File: config.mk
export PLATFORM = sky130hd
export DESIGN_NAME = bcd_clock_calendar
export DESIGN_NICKNAME = d
export VERILOG_FILES = /design/src/rtl/clk_cal_pkg.sv /design/src/rtl/bcd_ring.sv /design/src/rtl/hour_cnt.sv /design/src/rtl/bcd_clock_calendar.sv
export SDC_FILE = /design/constraint.sdc
export NUM_CORES = 1
export LEC_CHECK = 0
export BUFFER_PORTS_ARGS = -buffer_cell sky130_fd_sc_hd__buf_2
export CAP_MARGIN = 20
export CORE_AREA = 2 2 100 102
export CTS_BUF_LIST = sky130_fd_sc_hd__clkbuf_8
export CTS_CLUSTER_SIZE = 14
export DETAILED_ROUTE_END_ITERATION = 6
export DIE_AREA = 0 0 102 104
export GPL_ROUTABILITY_DRIVEN = 0
export PLACE_DENSITY = 0.67
export SLEW_MARGIN = 20
export SYNTH_ARGS = -nofsm -noshare
export SYNTH_HDL_FRONTEND = slang
export SYNTH_SLANG_ARGS = --single-unit
File: constraint.sdc
create_clock -name clk -period 8.22 [get_ports clk]
set_clock_uncertainty 0.15 [all_clocks]
set_input_delay 0.822 -clock clk [delete_from_list [all_inputs] [get_ports clk]]
set_output_delay 0.822 -clock clk [all_outputs]
set_load 0.03 [all_outputs]
File: src/rtl/clk_cal_pkg.sv
package clk_cal_pkg;
  localparam int BYTE_W = 8;
  localparam int NFIELD = 7;
  localparam int SEL_W  = 3;

  function automatic logic [BYTE_W-1:0] bcd_inc(input logic [BYTE_W-1:0] v);
    if (v[3:0] == 4'd9) return {v[7:4] + 4'd1, 4'd0};
    return {v[7:4], v[3:0] + 4'd1};
  endfunction

  function automatic logic [BYTE_W-1:0] last_day(input logic [BYTE_W-1:0] mon,
                                                 input logic [BYTE_W-1:0] yr);
    logic [BYTE_W-1:0] ybin;
    ybin = {4'd0, yr[7:4]} * 8'd10 + {4'd0, yr[3:0]};
    case (mon)
      8'h02:                      return (ybin[1:0] == 2'd0) ? 8'h29 : 8'h28;
      8'h04, 8'h06, 8'h09, 8'h11: return 8'h30;
      default:                    return 8'h31;
    endcase
  endfunction
endpackage

File: src/rtl/bcd_ring.sv
module bcd_ring
  import clk_cal_pkg::*;
#(
  parameter logic [BYTE_W-1:0] LOW   = 8'h00,
  parameter logic [BYTE_W-1:0] RESET = 8'h00
) (
  input  logic              clk,
  input  logic              rst,
  input  logic              inc_i,
  input  logic              ld_i,
  input  logic [BYTE_W-1:0] ld_val_i,
  input  logic [BYTE_W-1:0] top_i,
  output logic [BYTE_W-1:0] q_o,
  output logic              carry_o
);
  assign carry_o = inc_i && !ld_i && (q_o == top_i);

  always_ff @(posedge clk) begin
    if (rst)        q_o <= RESET;
    else if (ld_i)  q_o <= ld_val_i;
    else if (inc_i) q_o <= (q_o == top_i) ? LOW : bcd_inc(q_o);
  end
endmodule

File: src/rtl/hour_cnt.sv
module hour_cnt
  import clk_cal_pkg::*;
(
  input  logic              clk,
  input  logic              rst,
  input  logic              inc_i,
  input  logic              ld_i,
  input  logic [BYTE_W-1:0] ld_val_i,
  output logic [BYTE_W-1:0] q_o,
  output logic              carry_o
);
  logic              mode12, pm;
  logic [BYTE_W-1:0] h12, h24, nxt12, nxt24, inc12, inc24;

  assign mode12 = q_o[6];
  assign pm     = q_o[5];
  assign h12    = {3'd0, q_o[4:0]};
  assign h24    = {2'd0, q_o[5:0]};
  assign inc12  = bcd_inc(h12);
  assign inc24  = bcd_inc(h24);

  always_comb begin
    if (h12 == 8'h12)      nxt12 = {2'b01, pm, 5'h01};
    else if (h12 == 8'h11) nxt12 = {2'b01, ~pm, 5'h12};
    else                   nxt12 = {2'b01, pm, inc12[4:0]};
    nxt24 = (h24 == 8'h23) ? 8'h00 : {2'b00, inc24[5:0]};
  end

  assign carry_o = inc_i && !ld_i &&
                   (mode12 ? (pm && h12 == 8'h11) : (h24 == 8'h23));

  always_ff @(posedge clk) begin
    if (rst)        q_o <= 8'h00;
    else if (ld_i)  q_o <= ld_val_i;
    else if (inc_i) q_o <= mode12 ? nxt12 : nxt24;
  end


  h24_midnight_chk: assert property (@(posedge clk) disable iff (rst)
    (inc_i && !ld_i && q_o == 8'h23) |=> q_o == 8'h00);

  pm_midnight_chk: assert property (@(posedge clk) disable iff (rst)
    (inc_i && !ld_i && q_o == 8'h71) |=> q_o == 8'h52);

  noon_chk: assert property (@(posedge clk) disable iff (rst)
    (inc_i && !ld_i && q_o == 8'h51) |=> q_o == 8'h72);
endmodule

File: src/rtl/bcd_clock_calendar.sv
module bcd_clock_calendar
  import clk_cal_pkg::*;
(
  input  logic              clk,
  input  logic              rst,
  input  logic              tick_i,
  input  logic              ld_we_i,
  input  logic [SEL_W-1:0]  ld_sel_i,
  input  logic [BYTE_W-1:0] ld_data_i,
  output logic [BYTE_W-1:0] sec_o,
  output logic [BYTE_W-1:0] min_o,
  output logic [BYTE_W-1:0] hour_o,
  output logic [BYTE_W-1:0] dow_o,
  output logic [BYTE_W-1:0] date_o,
  output logic [BYTE_W-1:0] month_o,
  output logic [BYTE_W-1:0] year_o,
  output logic [NFIELD-1:0] wrap_o
);
  localparam int F_SEC = 0, F_MIN = 1, F_HR = 2, F_DOW = 3,
                 F_DATE = 4, F_MON = 5, F_YR = 6;

  logic [NFIELD-1:0] ld_hit;
  logic              step;
  logic              sec_c, min_c, hr_c, dow_c, date_c, mon_c, yr_c;
  logic [BYTE_W-1:0] mon_q, date_top;
  logic              century;

  for (genvar k = 0; k < NFIELD; k++) begin : g_hit
    assign ld_hit[k] = ld_we_i && (ld_sel_i == SEL_W'(k));
  end

  assign step     = tick_i && !ld_we_i;
  assign date_top = last_day(mon_q, year_o);

  bcd_ring #(.LOW(8'h00), .RESET(8'h00)) u_sec (
    .clk(clk), .rst(rst), .inc_i(step), .ld_i(ld_hit[F_SEC]),
    .ld_val_i(ld_data_i), .top_i(8'h59), .q_o(sec_o), .carry_o(sec_c));

  bcd_ring #(.LOW(8'h00), .RESET(8'h00)) u_min (
    .clk(clk), .rst(rst), .inc_i(sec_c), .ld_i(ld_hit[F_MIN]),
    .ld_val_i(ld_data_i), .top_i(8'h59), .q_o(min_o), .carry_o(min_c));

  hour_cnt u_hour (
    .clk(clk), .rst(rst), .inc_i(min_c), .ld_i(ld_hit[F_HR]),
    .ld_val_i(ld_data_i), .q_o(hour_o), .carry_o(hr_c));

  bcd_ring #(.LOW(8'h01), .RESET(8'h01)) u_dow (
    .clk(clk), .rst(rst), .inc_i(hr_c), .ld_i(ld_hit[F_DOW]),
    .ld_val_i(ld_data_i), .top_i(8'h07), .q_o(dow_o), .carry_o(dow_c));

  bcd_ring #(.LOW(8'h01), .RESET(8'h01)) u_date (
    .clk(clk), .rst(rst), .inc_i(hr_c), .ld_i(ld_hit[F_DATE]),
    .ld_val_i(ld_data_i), .top_i(date_top), .q_o(date_o), .carry_o(date_c));

  bcd_ring #(.LOW(8'h01), .RESET(8'h01)) u_mon (
    .clk(clk), .rst(rst), .inc_i(date_c), .ld_i(ld_hit[F_MON]),
    .ld_val_i({3'd0, ld_data_i[4:0]}), .top_i(8'h12), .q_o(mon_q), .carry_o(mon_c));

  bcd_ring #(.LOW(8'h00), .RESET(8'h00)) u_yr (
    .clk(clk), .rst(rst), .inc_i(mon_c), .ld_i(ld_hit[F_YR]),
    .ld_val_i(ld_data_i), .top_i(8'h99), .q_o(year_o), .carry_o(yr_c));

  always_ff @(posedge clk) begin
    if (rst)                century <= 1'b0;
    else if (ld_hit[F_MON]) century <= ld_data_i[7];
    else if (yr_c)          century <= ~century;
  end

  assign month_o = {century, 2'b00, mon_q[4:0]};

  always_ff @(posedge clk) begin
    if (rst) wrap_o <= '0;
    else     wrap_o <= {yr_c, mon_c, date_c, dow_c, hr_c, min_c, sec_c};
  end


  sec_wrap_chk: assert property (@(posedge clk) disable iff (rst)
    (tick_i && !ld_we_i && sec_o == 8'h59) |=> sec_o == 8'h00);

  dow_hold_chk: assert property (@(posedge clk) disable iff (rst)
    (!ld_we_i && !hr_c) |=> $stable(dow_o));

  century_hold_chk: assert property (@(posedge clk) disable iff (rst)
    (!ld_we_i && !yr_c) |=> $stable(month_o[7]));

  sec_load_chk: assert property (@(posedge clk) disable iff (rst)
    (ld_we_i && ld_sel_i == 3'd0) |=> sec_o == $past(ld_data_i));

  wrap_sec_chk: assert property (@(posedge clk) disable iff (rst)
    wrap_o[0] |-> sec_o == 8'h00);

  idle_chk: assert property (@(posedge clk) disable iff (rst)
    (!tick_i && !ld_we_i) |=> ($stable(sec_o) && $stable(hour_o) && $stable(date_o)
                               && $stable(month_o) && $stable(year_o)));
endmodule

==> Word level (Yosys, flattened, before mapping) <==
Index checks and enable logic that the tools add are counted.
{ "totals": {"ff_bits": 64, "latchBits": 0, "ram_bits": 0, "mem_bits_ro": 0, "in_bits": 15, "out_inout_bits": 63, "elab_cells": 197, "mem_count": 0} }
{ "op_classes": {"addsub": 16, "mul": 1, "div": 0, "magnitude_cmp": 0, "eq_ne": 30, "shift": 0, "n_mux": 70, "bitwise": 2, "n_reduce_logical": 60} }
{ "ops": {"columns": ["op", "n"], "rows": [
  ["$mux W8", 32],
  ["$add A4 B1 Y4 const B", 13],
  ["$mux W1", 29],
  ["$eq A4 B4 Y1 const B", 7],
  ["$eq A8 B3 Y1 const B", 3],
  ["$mux W6", 4],
  ["$logic_and A1 B1 Y1", 23],
  ["$mux W5", 4],
  ["$reduce_bool A2 Y1", 9],
  ["$reduce_bool A3 Y1", 6],
  ["$eq A8 B5 Y1 const B", 2],
  ["$eq A8 B7 Y1 const B", 2],
  ["$reduce_and A2 Y1", 7],
  ["$eq A5 B5 Y1 const B", 2],
  ["$pmux W5 S2", 1],
  ["$eq A3 B3 Y1 const B", 3],
  ["$eq A8 B2 Y1 const B", 1],
  ["$eq A8 B4 Y1 const B", 1],
  ["$eq A8 B6 Y1", 1],
  ["$eq A8 B8 Y1 const B", 1],
  ["$logic_not A1 Y1", 8],
  ["$eq A3 B2 Y1 const B", 2],
  ["$eq A6 B6 Y1 const B", 1],
  ["$ne A3 B2 Y1 const B", 2],
  ["14 further kinds", 15]
]} }

==> Longest topological paths before layout <==
Gate-level depths: netlist of run 1.
{ "logic_depth": {"ltp_word": 20, "mapped_depth": 11, "mapped_depth_nobuf": 9} }

==> Cells and area by module <==
From an unflattened synthesis of run 1, not the netlist that was laid out.
{ "unflattened": {"cells_unflattened": 602, "hier_area_um2": 4968.5} }
{ "modules_own_cells": {"columns": ["module", "instances", "cells_per_inst", "area_per_inst_um2", "seq_area_each_um2"], "rows": [
  ["bcd_ring (u_date ...)", 3, 79, 681.9, 160.2],
  ["bcd_ring (u_min ...)", 3, 81, 639.4, 160.2],
  ["hour_cnt", 1, 77, 604.3, 160.2],
  ["bcd_clock_calendar", 1, 45, 400.4, 160.2]
]} }

==> Worst setup path before layout of run 1 <==
OpenSTA, ideal clock, no wires.
{ "synth_timing": {"path_type": "input to register", "start": "input port ld_we_i", "end": "register u_yr.q_o[4]", "setup_ns": 0.074, "t_arrival_ns": 2.680, "required_time_ns": 7.996, "setup_slack_ns": 5.316, "stages": 9, "n_path_buf": 2, "cell_sequence": "nand2b_1 -> clkbuf_1 -> nor3_2 -> and3_1 -> buf_2 -> nand3_1 -> a211o_1 -> or4_1 -> a31oi_1"} }
{ "synth_between": {"elab_chain_cells": 14, "elab_cells_between_ends": 27, "cone_classes": "1 x mux; 26 x reduce/logical"} }
{ "synth_rtl": {"columns": ["item", "line_no", "source"], "rows": [
  ["start: declaration", "bcd_clock_calendar.sv:7", "input logic ld_we_i,"],
  ["$logic_not A1 Y1 or $logic_and A1 B1 Y1 (tied branches)", "bcd_clock_calendar.sv:32, bcd_clock_calendar.sv:29", null],
  ["$logic_and A1 B1 Y1 or $logic_not A1 Y1 (tied branches)", "bcd_clock_calendar.sv:32, bcd_ring.sv:16", null],
  ["$logic_and A1 B1 Y1 (4 in series)", "bcd_ring.sv:16", "assign carry_o = inc_i && !ld_i && (q_o == top_i);"],
  ["$logic_and A1 B1 Y1 (2 in series)", "hour_cnt.sv:29", "assign carry_o = inc_i && !ld_i &&"],
  ["$logic_and A1 B1 Y1 (4 in series)", "bcd_ring.sv:16", null],
  ["$reduce_bool A2 Y1 (no source line)", null, null],
  ["$reduce_and A2 Y1 (no source line)", null, null],
  ["end signal: assignment", "bcd_ring.sv:20", "else if (ld_i) q_o <= ld_val_i;"],
  ["end signal: assignment", "bcd_ring.sv:21", "else if (inc_i) q_o <= (q_o == top_i) ? LOW : bcd_inc(q_o);"],
  ["end: declaration", "bcd_ring.sv:13", "output logic [BYTE_W-1:0] q_o,"]
]} }
Parallel ways exist; a longest one is shown, timed or not.
A chain may end at the register's enable or synchronous reset.

==> Worst setup path in the final report of run 1 <==
{ "layout_timing": {"start": "input port ld_we_i", "end": "register u_dow.q_o[6]"} }
{ "layout_between": {"elab_chain_cells": 10, "elab_cells_between_ends": 19, "cone_classes": "1 x mux; 18 x reduce/logical"} }
{ "layout_rtl": {"columns": ["item", "line_no"], "rows": [
  ["$logic_not A1 Y1 or $logic_and A1 B1 Y1 (tied branches)", "bcd_clock_calendar.sv:32, bcd_clock_calendar.sv:29"],
  ["$logic_and A1 B1 Y1 or $logic_not A1 Y1 (tied branches)", "bcd_clock_calendar.sv:32, bcd_ring.sv:16"],
  ["$logic_and A1 B1 Y1 (4 in series)", "bcd_ring.sv:16"],
  ["$logic_and A1 B1 Y1 (2 in series)", "hour_cnt.sv:29"],
  ["$reduce_bool A2 Y1 (no source line)", null],
  ["$reduce_and A2 Y1 (no source line)", null],
  ["end signal: assignment", "bcd_ring.sv:20"],
  ["end signal: assignment", "bcd_ring.sv:21"],
  ["end: declaration", "bcd_ring.sv:13"]
]} }
Parallel ways exist; a longest one is shown, timed or not.

==> impl_metrics.ini, run 1 <==
[status]
status = complete, no violations

[die]
dieArea_um2 = 10600
die_x_um = 102
start_util_pct = 43.8
io_pins = 78
die_y_um = 104
num_rows = 36
coreArea_um2 = 9550

[timing]
drv_slew = 0
hold_violations = 0
finalCriticalPeriod_ns = 3.29
fmax_mhz = 304
slew_headroom_pct = 43.7
fin_setup_tns_ns = 0
min_period_over_period_pct = 40.0
tightest_slew_ns = 0.842
grt_setup_unrepaired = no
setup_viol = 0

[placed_design]
numPortBuffers = 75
dp.final_hpwl_um = 8240

[critical_path]
cp_data_arrival_time_ns = 3.34
critPathLaunchType = input pin
crit_path_end_kind = flop
cp.required_ns = 8.27
path_class = in -> reg
path_max_fanout = 20
r2r_setup_slack_ns = 5.01

[yosys]
synth_top_family_by_area = simple AND/OR/NAND/NOR gates
synthArstFlopShare_pct = 0
synth_compound_area_share_pct = 22.0
syn_area_um2 = 4180
synth_edf_count = 0
yosys-top-cells-count = 64 x dfxtp_1, 64 x nor2_1, 50 x nand2_1
synth.lib_cells_used.distinct = 70
synth_area_leaders = dfxtp_1 31%, ha_1 6.3%, nor2_1 5.8%, nand3_1 4.7%, nand2_1 4.5%
yosysSeqAreaShare_pct = 30.7
synth_warnings = 0
synth-seq-cells = 64
syn_inst = 542
synthAdderAreaFrac_pct = 6.29
synth_top_cell_area_share_pct = 30.7
yosys.area_share.xor_xnor_pct = 2.10
synth_top_cell_by_area = dfxtp_1
synthSimpleGateAreaFrac_pct = 30.3
syn_avg_cell_area_um2 = 7.71
muxShareOfSynthArea_pct = 1.95
ys.flop_type = dfxtp_1

[global_route]
antenna_found_initial = 0
grt_pass1_wl_um = 19600
grt_usage_pct = 22.7
first_global_vias = 3970
grt_overflow_total = 0
grt_start_max_net_pins = 63

[cts]
ctsResizeCount = 0
clock_path_buffers = 2
clkTransAtPathRegs_ns = 0.07
ctsRootBufferMaster = clkbuf_8
clkSinkCount = 64
cts_buffers = 9
post_cts_buffers = 0
htree_levels = 3
ctsHoldBuffers = 0
cts_tree = yes
clock_latency_ns = 0.35

[detailed_routing]
drt_iter0_drc = 267
drcViolationCount = 0
routed_via_density = 5.86
vias = 4286
routed_wl_um = 11900
ant_nets = 0
drt_pass1_iterations = 4
wl_per_cell_um = 16.3

[cells_and_area]
drive_gt1_share_pct = 18.4
final_core_util_pct = 49.8
fillers = 964
layout.nets = 629
syn_to_final_growth_pct = 13.9
diodes = 0

[pwr]
p_leak_nw = 1.83
p_per_area_nw_per_um2 = 150
ir_drop_mv = 0.0764

[worst_hold_path]
hp-class = reg -> reg

[flow_run]
drv_cap = 0
-- per-stage QoR --
step | total power [mW] | hold WS (ns) | setup slack, ns | std cells | area (µm²)
2_1_floorplan | 0.397 | 0.312 | 5.32 | 543 | 4180
3_3_place_gp | 0.423 | 0.328 | 4.79 | 715 | 4550
3_5_place_dp | 0.425 | 0.336 | 4.65 | 715 | 4550
4_1_cts | 0.718 | 0.347 | 5.01 | 731 | 4760
5_1_grt | 0.744 | 0.366 | 4.63 | 731 | 4760
6_report | 0.715 | 0.353 | 4.93 | 731 | 4760
-- layout by cell type, fill, tap and decap left out, drive strengths merged, types with 4 or more instances in the layout --
master  synthesis  layout
a311oi          4       4
o21a            5       5
o21ai          26      26
nand2b          4       4
clkbuf         21       9
a221oi          4       4
mux2i           7       7
buf            18      78
nand2          51      51
a31oi           9       9
or3             8       8
or4             7       7
nand3b          8       8
nor2b           4       4
nand3          40      40
nor3b           7       7
xor2            7       7
a21oi          30      30
and3            6       6
nor2           64      64
nor3           23      23
dfxtp          64      64
nor4            4       4
o211ai         10      10
inv            20      22
ha             21      21
a211oi         19      19
and2            4       4
-- registers in the layout, indices dropped and copies added, names as in the netlist --
name        flops
u_dow.q_o       8
u_mon.q_o       8
u_date.q_o      8
u_sec.q_o       8
wrap_o          7
u_min.q_o       8
u_yr.q_o        8
century         1
u_hour.q_o      8
-- worst max-delay path, cell delays in order --
cell	delay, ns
buf_2	0.13
nand2b_1	0.26
nor3_2	0.33
nand3_1	0.65
o21ai_1	0.64
o21ai_0	0.17
a222oi_1	0.26
nor2_1	0.07
-- metal layers --
layer / global-route usage (%) / vias up / routed length (µm) / part of all wire [%]
li1: - / 2072 / - / -
met1: 31.8 / 2025 / 5400 / 45
met2: 35.2 / 161 / 5390 / 45
met3: 4.03 / 28 / 804 / 6.8
met4: 7.33 / 0 / 316 / 2.7
met5: 0 / - / 0 / 0
-- cells by family after synthesis --
family | count (synthesis)
other | 1
adder cells (fa/ha/maj) | 21
AND/OR/NAND/NOR | 246
buffers and inverters | 59
XOR/XNOR | 10
AO/OA/AOI/OAI | 133
multiplexers | 8
flip-flops | 64
-- power by group --
part           internal (mW)  leakage (nW)  switching, mW  total [mW]
clock network          0.169         0.112          0.128       0.296
logic                 0.0273          1.20         0.0586      0.0858
registers              0.318         0.519         0.0142       0.332
-- final cells by class --
| cell class | count | area, µm² | area share (%) |
|---|---|---|---|
| multi-input combinational | 420 | 2630 | 55.2 |
| sequential | 64 | 1280 | 26.9 |
| timing repair buffer | 78 | 398 | 8.36 |
| tap | 133 | 166 | 3.50 |
| clock buffer | 9 | 124 | 2.60 |
| clock inverter | 7 | 88.8 | 1.87 |
| inverter | 20 | 75.1 | 1.58 |
-- worst paths after layout --
| check | start | to | depth (start not counted) |
|---|---|---|---|
| max | ld_we_i | u_dow.q_o[6]$_SDFFE_PP0P_ | 8 |
| min | u_hour.q_o[7]$_SDFFE_PP0P_ | u_hour.q_o[7]$_SDFFE_PP0P_ | 2 |
| max reg2reg | u_hour.q_o[5]$_SDFFE_PP0P_ | u_dow.q_o[6]$_SDFFE_PP0P_ | 8 |
| min reg2reg | u_hour.q_o[7]$_SDFFE_PP0P_ | u_hour.q_o[7]$_SDFFE_PP0P_ | 2 |
Note: power is estimated with default switching activity, not from simulation.
==> inputs of run 2 (changes only) <==
clock period = 3.3 ns   (was 8.22 ns; I/O delays follow)
==> run 2 against run 1 <==
  * Sequential share of layout area is 0.40 points lower
  * Worst hold slack worse by 0.17 ns
  * Global-route usage is 0.053 points lower
  * Sequential power is 150% higher
  * Design area is 1.5% higher
  * First-iteration DRC count is 4.9% higher
  * Cell count is 0.82% higher
  * Wire length is 1.0% lower
  * Via count is 0.72% lower
  * Setup slack worse by 4.6 ns
  * Count of clock-buffer cells in the layout is 3 higher
==> impl_metrics.ini, run 2 (synthesized netlist as in run 1, its figures left out) <==
[cells_and_area]
final_core_util_pct = 50.6
final_common_cell = buf_2
drive_gt1_share_pct = 19.5
final_cell_mix = 75 x buf_2, 64 x nor2_1, 64 x dfxtp_1
syn_to_final_growth_pct = 15.7
postLayoutCellArea_um2 = 4830
diodes = 0
layout.nets = 635

[cts]
cts_buffers = 9
clock_latency_ns = 0.35
cts_tree = yes
post_cts_buffers = 0
ctsResizeCount = 0
clkTransAtPathRegs_ns = 0.08
clock_path_buffers = 2
clkSinkCount = 64
ctsHoldBuffers = 0
ctsRootBufferMaster = clkbuf_8
htree_levels = 3

[global_route]
grt_pass1_wl_um = 19300
grt_usage_pct = 22.7
antenna_found_initial = 0
first_global_vias = 3842
grt_start_max_net_pins = 44
grt_overflow_total = 0

[critical_path]
crit_chain = inv_1, ha_1, o21ai_0, o32a_1, a2bb2oi_1, nor3_1, o211ai_2, buf_4, o21ai_0, a311oi_1
path_class = reg -> reg
slowest_delay_ns = 0.54
critPathTopFamily = compound AO/OA/AOI/OAI gates
crit_path_end_kind = flop
cp_data_arrival_time_ns = 3.07
cp_num_buf_inv = 2
slowest_stage = o211ai_2
crit_path_frequent_cell = o21ai_0
cp.required_ns = 3.42
path_max_fanout = 14
critPathLaunchType = flop

[timing]
finalCriticalPeriod_ns = 2.96
setup_viol = 0
hold_violations = 0
slew_headroom_pct = 57.5
fmax_mhz = 338
drv_slew = 0
fin_setup_tns_ns = 0
fin_hold_ws_ns = 0.181
grt_setup_unrepaired = no
min_period_over_period_pct = 89.6
tightest_slew_ns = 0.636

[detailed_routing]
drt_iter0_drc = 280
vias = 4255
wl_per_cell_um = 16.0
drcViolationCount = 0
routed_via_density = 5.77
routed_wl_um = 11800
drt_pass1_iterations = 5
ant_nets = 0

[pwr]
p_int_mw = 1.35
p_leak_nw = 1.87
total_power_mw = 1.86
ir_drop_mv = 0.230
p_clk_share_pct = 44.0
p_sw_mw = 0.512
comb_power_share_pct = 11.5
swShare_pct = 27.5
p_per_area_nw_per_um2 = 385
seqPwrFrac_pct = 44.5

[status]
status = complete, no violations

[die]
die_x_um = 102
io_pins = 78
die_y_um = 104
dieArea_um2 = 10600
coreArea_um2 = 9550
start_util_pct = 43.8
num_rows = 36

[worst_hold_path]
hp-class = in -> reg

[flow_run]
drv_cap = 0

[placed_design]
dp.final_hpwl_um = 8340
placed_cell_area_um2 = 4590
numPortBuffers = 75
run 2: cell count changes in the layout (fill, tap and decap cells not counted), sizes merged:
cell      before  now
buf           78   84
clkbuf         9   12
clkinv         2    0
clkinvlp       1    2
inv           22   20
run 2: path summary, 6_finish.rpt:
check | startpoint | end | slack [ns] | depth (start not counted)
min | ld_data_i[6] | u_hour.q_o[6]$_SDFFE_PP0P_ | 0.18 | 3
max | u_mon.q_o[4]$_SDFFE_PP0P_ | u_mon.q_o[2]$_SDFFE_PP0P_ | 0.34 | 10
min reg2reg | u_hour.q_o[7]$_SDFFE_PP0P_ | u_hour.q_o[7]$_SDFFE_PP0P_ | 0.35 | 2
max reg2reg | u_mon.q_o[4]$_SDFFE_PP0P_ | u_mon.q_o[2]$_SDFFE_PP0P_ | 0.34 | 10
run 2: layer usage:
metal / up-vias / wire length, µm / part of all wire, % / track usage, %
met2: 139 / 5570 / 47 / 36.1
met5: - / 0 / 0 / 0
met1: 2013 / 5320 / 45 / 30.8
met3: 14 / 730 / 6.2 / 5.65
met4: 0 / 165 / 1.4 / 5.24
li1: 2089 / - / - / -
run 2: worst register-to-register path, stage by stage, from the launching register on:
cell and delay (ns):
dfxtp_1 0.44, inv_1 0.07, ha_1 0.24, o21ai_0 0.09, o32a_1 0.18, a2bb2oi_1 0.43, nor3_1 0.14, o211ai_2 0.54
buf_4 0.25, o21ai_0 0.08, a311oi_1 0.26
run 2: cell type report:
| class | instances | area, µm² |
|---|---|---|
| Clock buffer | 12 | 165 |
| Clock inverter | 4 | 75.1 |
| Fill cell | 978 | 4720 |
| Inverter | 20 | 75.1 |
| Multi-Input combinational cell | 420 | 2630 |
| Sequential cell | 64 | 1280 |
| Tap cell | 133 | 166 |
| Timing Repair Buffer | 84 | 443 |
run 2: power by group through the flow:
| stage | Clock (mW) | Combinational (mW) | Sequential, mW |
|---|---|---|---|
| floorplan | 0 | 0.120 | 0.869 |
| global placement | 0 | 0.210 | 0.844 |
| detailed placement | 0 | 0.212 | 0.845 |
| CTS | 0.828 | 0.214 | 0.827 |
| global route | 0.864 | 0.234 | 0.832 |
| finish | 0.819 | 0.214 | 0.827 |
run 2: stage by stage:
stage	setup slack, ns	std cells
2_1_floorplan	0.592	543
3_3_place_gp	0.462	721
3_5_place_dp	0.405	721
4_1_cts	0.368	737
5_1_grt	0.0723	737
6_report	0.344	737
